### src/rtl/llsc_pkg.sv
package llsc_pkg;

   // Completion type codes presented on cpl_kind.
   typedef enum logic [1:0] {
      KIND_LOAD      = 2'd0,
      KIND_IFETCH    = 2'd1,
      KIND_LOCKED_RD = 2'd2,
      KIND_STORE     = 2'd3
   } cpl_kind_e;

   // Answer codes; BUSY belongs to the upstream port and is never produced here.
   localparam int unsigned CODE_OK   = 0;
   localparam int          CODE_BUSY = -1;
   localparam int          CODE_FAIL = -2;

endpackage

### src/rtl/llsc_line_map.sv
module llsc_line_map #(
   parameter int unsigned ADDR_W     = 32,
   parameter int unsigned LINE_OFF_W = 6
) (
   input  logic [ADDR_W-1:0] addr,
   output logic [ADDR_W-1:0] line
);
   generate
      if (LINE_OFF_W == 0) begin : g_byte_lines
         assign line = addr;
      end else begin : g_masked_lines
         localparam logic [ADDR_W-1:0] OFF_MASK = (ADDR_W'(1) << LINE_OFF_W) - ADDR_W'(1);
         assign line = addr & ~OFF_MASK;
      end
   endgenerate
endmodule

### src/rtl/llsc_resv_reg.sv
module llsc_resv_reg #(
   parameter int unsigned ADDR_W = 32,
   parameter int unsigned ID_W   = 4
) (
   input  logic              clk,
   input  logic              rst_n,
   input  logic              set_en,
   input  logic [ADDR_W-1:0] set_line,
   input  logic [ID_W-1:0]   set_id,
   input  logic              clr_en,
   output logic              resv_vld,
   output logic [ADDR_W-1:0] resv_line,
   output logic [ID_W-1:0]   resv_id
);
   // A completion on the same edge as a clear is the later event: it wins.
   always_ff @(posedge clk or negedge rst_n) begin
      if (!rst_n) begin
         resv_vld  <= 1'b0;
         resv_line <= '0;
         resv_id   <= '0;
      end else if (set_en) begin
         resv_vld  <= 1'b1;
         resv_line <= set_line;
         resv_id   <= set_id;
      end else if (clr_en) begin
         resv_vld  <= 1'b0;
      end
   end
endmodule

### src/rtl/llsc_sc_judge.sv
module llsc_sc_judge #(
   parameter int unsigned ADDR_W = 32,
   parameter int unsigned ID_W   = 4,
   parameter int unsigned STAT_W = 3
) (
   input  logic              clk,
   input  logic              rst_n,
   input  logic              sc_valid,
   input  logic [ADDR_W-1:0] sc_addr,
   input  logic [ADDR_W-1:0] sc_line,
   input  logic [ID_W-1:0]   sc_id,
   input  logic              resv_vld,
   input  logic [ADDR_W-1:0] resv_line,
   input  logic [ID_W-1:0]   resv_id,
   output logic              hit,
   output logic              resp_valid,
   output logic [STAT_W-1:0] status,
   output logic              fwd_valid,
   output logic [ADDR_W-1:0] fwd_addr,
   output logic [ID_W-1:0]   fwd_id
);
   localparam logic [STAT_W-1:0] ST_OK   = STAT_W'(llsc_pkg::CODE_OK);
   localparam logic [STAT_W-1:0] ST_FAIL = {{(STAT_W-1){1'b1}}, 1'b0};

   // Judged on the pre-edge reservation; the clear lands on the same edge.
   assign hit = sc_valid && resv_vld && (sc_line == resv_line) && (sc_id == resv_id);

   always_ff @(posedge clk or negedge rst_n) begin
      if (!rst_n) begin
         resp_valid <= 1'b0;
         status     <= ST_OK;
         fwd_valid  <= 1'b0;
         fwd_addr   <= '0;
         fwd_id     <= '0;
      end else begin
         resp_valid <= sc_valid;
         status     <= (sc_valid && !hit) ? ST_FAIL : ST_OK;
         fwd_valid  <= hit;
         if (hit) begin
            fwd_addr <= sc_addr;
            fwd_id   <= sc_id;
         end
      end
   end
endmodule

### src/rtl/llsc_resv_unit.sv
module llsc_resv_unit #(
   parameter int unsigned ADDR_W     = 32,
   parameter int unsigned LINE_OFF_W = 6,
   parameter int unsigned ID_W       = 4,
   parameter int unsigned STAT_W     = 3
) (
   input  logic              clk,
   input  logic              rst_n,
   input  logic              cpl_valid,
   input  logic [1:0]        cpl_kind,
   input  logic [ADDR_W-1:0] cpl_addr,
   input  logic [ID_W-1:0]   cpl_id,
   input  logic              sc_valid,
   input  logic [ADDR_W-1:0] sc_addr,
   input  logic [ID_W-1:0]   sc_id,
   input  logic              inv_valid,
   input  logic [ADDR_W-1:0] inv_addr,
   output logic              sc_resp_valid,
   output logic [STAT_W-1:0] sc_status,
   output logic              st_fwd_valid,
   output logic [ADDR_W-1:0] st_fwd_addr,
   output logic [ID_W-1:0]   st_fwd_id
);
   import llsc_pkg::*;

   localparam int unsigned N_PORTS = 3;
   localparam int unsigned P_CPL   = 0;
   localparam int unsigned P_SC    = 1;
   localparam int unsigned P_INV   = 2;

   generate
      if (LINE_OFF_W >= ADDR_W) begin : g_bad_off
         $error("LINE_OFF_W must be below ADDR_W");
      end
      if (STAT_W < 2) begin : g_bad_stat
         $error("STAT_W must hold the value -2");
      end
      if (ID_W < 1) begin : g_bad_id
         $error("ID_W must be at least 1");
      end
   endgenerate

   logic [ADDR_W-1:0] raw_addr [N_PORTS];
   logic [ADDR_W-1:0] line_of  [N_PORTS];

   assign raw_addr[P_CPL] = cpl_addr;
   assign raw_addr[P_SC]  = sc_addr;
   assign raw_addr[P_INV] = inv_addr;

   generate
      for (genvar p = 0; p < N_PORTS; p++) begin : g_map
         llsc_line_map #(.ADDR_W(ADDR_W), .LINE_OFF_W(LINE_OFF_W)) u_map (
            .addr (raw_addr[p]),
            .line (line_of[p])
         );
      end
   endgenerate

   logic              resv_vld;
   logic [ADDR_W-1:0] resv_line;
   logic [ID_W-1:0]   resv_id;
   logic              sc_hit;
   logic              set_en;
   logic              inv_hit;

   assign set_en  = cpl_valid && (cpl_kind_e'(cpl_kind) == KIND_LOCKED_RD);
   assign inv_hit = inv_valid && resv_vld && (line_of[P_INV] == resv_line);

   llsc_resv_reg #(.ADDR_W(ADDR_W), .ID_W(ID_W)) u_resv (
      .clk       (clk),
      .rst_n     (rst_n),
      .set_en    (set_en),
      .set_line  (line_of[P_CPL]),
      .set_id    (cpl_id),
      .clr_en    (sc_hit || inv_hit),
      .resv_vld  (resv_vld),
      .resv_line (resv_line),
      .resv_id   (resv_id)
   );

   llsc_sc_judge #(.ADDR_W(ADDR_W), .ID_W(ID_W), .STAT_W(STAT_W)) u_judge (
      .clk        (clk),
      .rst_n      (rst_n),
      .sc_valid   (sc_valid),
      .sc_addr    (sc_addr),
      .sc_line    (line_of[P_SC]),
      .sc_id      (sc_id),
      .resv_vld   (resv_vld),
      .resv_line  (resv_line),
      .resv_id    (resv_id),
      .hit        (sc_hit),
      .resp_valid (sc_resp_valid),
      .status     (sc_status),
      .fwd_valid  (st_fwd_valid),
      .fwd_addr   (st_fwd_addr),
      .fwd_id     (st_fwd_id)
   );
endmodule

### config.mk
export PLATFORM = sky130hd
export DESIGN_NAME = llsc_resv_unit
export DESIGN_NICKNAME = d
export VERILOG_FILES = /design/src/rtl/llsc_pkg.sv /design/src/rtl/llsc_line_map.sv /design/src/rtl/llsc_resv_reg.sv /design/src/rtl/llsc_sc_judge.sv /design/src/rtl/llsc_resv_unit.sv
export SDC_FILE = /design/constraint.sdc
export NUM_CORES = 1
export LEC_CHECK = 0
export ABC_CLOCK_PERIOD_IN_PS = 5200
export BUFFER_PORTS_ARGS = -buffer_cell sky130_fd_sc_hd__buf_2
export CAP_MARGIN = 5
export CORE_MARGIN = 5
export CORE_UTILIZATION = 51
export DETAILED_ROUTE_END_ITERATION = 8
export GPL_TIMING_DRIVEN = 0
export PLACE_DENSITY = 0.95
export SYNTH_ARGS = -nofsm -noshare
export SYNTH_HDL_FRONTEND = slang
export SYNTH_SLANG_ARGS = --single-unit
### constraint.sdc
create_clock -name clk -period 5.2 [get_ports clk]
set_input_delay 0.78 -clock clk [delete_from_list [all_inputs] [get_ports clk]]
set_output_delay 0.78 -clock clk [all_outputs]
set_load 0.05 [all_outputs]
# Yosys cells after proc, flatten, opt, wreduce, memory -nomap -nowiden

Cells that the tools add are included.

Register bits after elaboration: 72
Bits in latches: 0
Memory bits (writable): 0
Bits in read-only memories: 0
Input bits: 111
Logic and storage cells: 25
Memories: 0

Add/sub/neg operators: 0
Multiply operators: 0
Divide/modulo/power cells: 0
$lt $le $gt $ge: 0
Eq/ne operators: 4
Shifts and indexed selects: 0
Mux-type cells: 3
Bitwise gates (word level): 0
Reductions and logical operators: 10

Operators by type and width:

| kind                                  | count |
|---|---|
| 26-bit == test                        | 2 |
| 1-bit logical AND                     | 7 |
| 4-bit == test                         | 1 |
| 3-bit 2-to-1 mux                      | 1 |
| 2-bit == test (second input constant) | 1 |
| 1-bit 2-to-1 mux                      | 2 |
| 2-bit nonzero test                    | 1 |
| 1-bit zero test                       | 1 |
| 1-bit logical OR                      | 1 |

# Depth between registers and ports, before layout

Depth in word-level cells: 6
Gate-level depth with buffers: 7

# Hierarchy

Synthesis repeated with hierarchy kept, for this count alone.

Cells, all modules: 361
Area, all modules: 4486.8 um2

By module, submodules not included:

| module         | instances | cells an instance | area each (um2) |
|---|---|---|---|
| llsc_sc_judge  | 1         | 137               | 1869.3 |
| llsc_resv_reg  | 1         | 79                | 1522.7 |
| llsc_line_map  | 3         | 33                | 244.0 |
| llsc_resv_unit | 1         | 46                | 362.8 |

# Worst setup path after synthesis

OpenSTA, ideal clock, no wires.

Kind: input to register
Start: input sc_addr[22]
End: register u_judge.fwd_addr[14]
Library setup time: 127 ps
Arrival: 2161 ps
Data required time: 5073 ps
Slack: 2911 ps
Stages: 7
Cells stage by stage: xor2_1 -> nor4_1 -> nor4bb_1 -> and4_1 -> buf_6 -> buf_8 -> mux2_1

Longest elaborated chain between the ends: 3

Ends and longest elaborated chain:

| item                           | RTL line             | text |
|---|---|---|
| start: declaration             | llsc_resv_unit.sv:14 | `input logic [ADDR_W-1:0] sc_addr,` |
| 26-bit == test                 | llsc_sc_judge.sv:26  | `assign hit = sc_valid && resv_vld && (sc_line == resv_line) && (sc_id == resv_id);` |
| 1-bit logical AND (2 in a row) | llsc_sc_judge.sv:26  |  |
| end signal: assignment         | llsc_sc_judge.sv:40  | `fwd_addr <= sc_addr;` |
| end: declaration               | llsc_sc_judge.sv:19  | `output logic [ADDR_W-1:0] fwd_addr,` |

No other way between the ends.
A chain may end at the register's enable or synchronous reset.

# Worst setup path after layout

Start: input sc_addr[25]
End: register u_judge.fwd_addr[21]

The elaborated chain is that of the path after synthesis.

==> run metrics <==
ANT nets after route 0; Crit. Startpoint sc_addr[25]; drt pass-1 iters 4; worst r2r src u_resv.resv_line[25]; TNS Setup 0 ns; crit end category flop; # IOs between 150 and 200; initial antenna violation count 0; via count between 2000 and 2500; Post-Layout Cell Count 470; Overflow after GRT 0; Final setup viols 0; final WL 8540 um; r2r endpoint u_judge.fwd_addr[21]; post-synthesis sequential area ratio 52.4%; slew at the pin with the worst max-slew slack 0.902 ns; Slew Limit Fails 0; switching share of power 27.1%; Yosys cell types 27; FP Rows 29; Fin Clk Skew 0.00970 ns; reg2reg setup slack 2.80 ns; Core Region about 6300 um^2; Clk pin slew, worst setup/hold paths 0.07 ns; Max Cap Viol 0; initial core utilization 52.7%; Power Density 307 nW/um^2; footprint of the multi-input gates 1510 um^2; HPWL after DPL 6750 um; WS Path Type input port to flop; Leakage Power roughly 2.2 nW; Final Cycle Share 48.0%; H-tree depth 3; fin crit period 2.50 ns; Syn-to-layout area delta 29.6%; Post-DP Area 4140 um^2; postcts setup bufs 0; Crit path required time 5.42 ns; CTS resizes 0; CTS tree yes; die span in y 91.0 um; Arrival @ worst endpoint 2.72 ns; Int Pwr 0.969 mW; Die ar. a little over 8000 um^2; max_slew headroom 39.9%; worst skew pair latency 0.34 ns; synthesized cell area roughly 3300 um^2; Comb pwr share 18.7%; first-pass GRT wire length about 14000 um; part of the power in the clock network 33.3%; register area around 1800 um^2; worst hold path cell count 1; peak supply drop 0.185 mV; Core Util, Final 68.3%; Crit Path Max Fanout 10; GRT Resource Usage Total roughly a fifth; Yosys warning total 0; initial drt markers 76; RSZ-0062 raised after global routing no; die span in x 91.0 um; Mean Syn Cell Area 14.0 um^2; WL/cell 18.2 um; clk buf depth 2; root buffer cell clkbuf_8; vias in the first global route 2783; Reg power frac 48.0%; Synth Instances 239; Antenna Cells 0; Num CTS Buffers 9; Setup crit start kind input port; Hold Crit Class flop to flop; Synthesized Nets 350; IO Port Bufs 138; Max Clock Freq ~0.4 GHz; Sw Pwr 0.360 mW; crit path to u_judge.fwd_addr[21]; largest net degree at the start of global routing 71; Via-to-Cell Ratio 5.18; Synth Register Bits 70; final hold viol count 0; status finished, final reports clean; nets@finish 499; Placed Cells 454; R2R depth 7; Sink Count 70; Fill cells 495; final instance area 4340 um^2; DRC 0; share of cells above drive strength 1 between 50 and 60%; GPL Wtd Cong 0.798; hold_buf cts 0
layout make-up:
type / count / area share (%)
clock inverters: 4 / 1.04
repair buffers: 138 / 16.0
clock buffers: 12 / 3.58
multi-input cells: 160 / 34.9
plain buffers: 9 / 1.85
well taps: 77 / 2.22
flip-flops and latches: 70 / 40.4
metal layers:
layer / vias up / track usage (%) / share of wire, % / wire, um
met4: 0 / 8.56 / 2.2 / 187
li1: 1139 / - / - / -
met3: 19 / 4.96 / 6.4 / 551
met1: 1189 / 25.4 / 40 / 3400
met5: - / 0 / 0 / 0
met2: 89 / 35.9 / 52 / 4410
cell usage in the layout, fill, tap and decap left out, types with 3 or more instances in the layout:
cell | Yosys | routed
buf_4 | 3 | 4
mux2_1 | 8 | 8
clkbuf_8 | 0 | 11
nor4_1 | 8 | 8
nand2_1 | 3 | 3
xor2_1 | 15 | 15
mux2_4 | 10 | 10
nand4_1 | 11 | 11
mux2_2 | 48 | 48
buf_2 | 0 | 137
clkinv_2 | 0 | 3
xnor2_1 | 41 | 41
clkbuf_1 | 3 | 4
dfrtp_1 | 70 | 70
sequential cells by signal, summed over array words and instances, names as in the netlist:
register and count:
u_resv.resv_line 26, u_judge.fwd_id 4, u_judge.status 1, u_resv.resv_vld 1, u_judge.resp_valid 1, u_judge.fwd_valid 1
u_judge.fwd_addr 32, u_resv.resv_id 4
synth_stat cells:
cell type / n / share of area (%)
or3b_2: 1 / 0.26
buf_8: 1 / 0.45
nand2_1: 3 / 0.34
nor3_1: 1 / 0.15
dfrtp_1: 70 / 52
nand3_1: 2 / 0.30
nor2_1: 1 / 0.11
nand4_1: 11 / 2.1
a221oi_1: 1 / 0.26
xor2_1: 15 / 3.9
mux2_1: 8 / 2.7
nand4b_1: 1 / 0.26
clkbuf_1: 3 / 0.34
nor2b_1: 2 / 0.37
and4_1: 1 / 0.26
nand3b_1: 1 / 0.22
nor4bb_1: 1 / 0.30
buf_12: 1 / 0.60
nor4b_1: 2 / 0.52
conb_1: 1 / 0.11
buf_6: 1 / 0.34
mux2_2: 48 / 16
mux2_4: 10 / 4.5
nor4_1: 8 / 1.5
xnor2_1: 41 / 11
buf_4: 3 / 0.67
nor3b_1: 1 / 0.22
metrics by stage:
step / hold WS [ns] / setup WS (ns) / power (mW)
after global placement: 0.462 / 2.39 / 0.885
final: 0.486 / 2.70 / 1.33
after detailed placement: 0.472 / 2.35 / 0.898
after global routing: 0.512 / 2.61 / 1.39
after CTS: 0.489 / 2.72 / 1.34
after floorplan: 0.484 / 2.91 / 0.795
power by group through the flow:
stage               Sequential, mW  Clock [mW]  Combinational [mW]
finish                       0.637       0.443               0.249
global route                 0.644       0.477               0.272
detailed placement           0.648           0               0.250
floorplan                    0.640           0               0.155
CTS                          0.637       0.450               0.252
global placement             0.644           0               0.242
worst max-delay path, cell delays in order:
cell and delay [ns]:
buf_2 0.11, xnor2_1 0.27, nor3b_1 0.21, nor4bb_1 0.36
and4_1 0.29, buf_6 0.20, buf_8 0.17, mux2_1 0.33
cells by family (layout without fill, tap and decap cells):
| logic type | Yosys count | count (layout) | share of synthesized area [%] |
|---|---|---|---|
| buffers and inverters | 9 | 163 | 2.39 |
| muxes | 66 | 66 | 23.3 |
| and+or+nand+nor | 36 | 36 | 6.88 |
| AOI/OAI and AO/OA | 1 | 1 | 0.262 |
| other | 1 | 1 | 0.112 |
| DFF | 70 | 70 | 52.4 |
| xor gates and xnor gates | 56 | 56 | 14.7 |
worst min-delay path by stage:
| stage | from | to | slack [ns] |
|---|---|---|---|
| after floorplan | rst_n | u_judge.fwd_addr[0] | 0.48 |
| after global placement | u_judge.fwd_addr[16] | u_judge.fwd_addr[16] | 0.46 |
| after detailed placement | u_judge.fwd_addr[14] | u_judge.fwd_addr[14] | 0.47 |
| after CTS | u_judge.fwd_addr[14] | u_judge.fwd_addr[14] | 0.49 |
| after global routing | u_judge.fwd_addr[17] | u_judge.fwd_addr[17] | 0.51 |
| final | u_judge.fwd_addr[14] | u_judge.fwd_addr[14] | 0.49 |
Note: power is estimated with default switching activity, not from simulation.
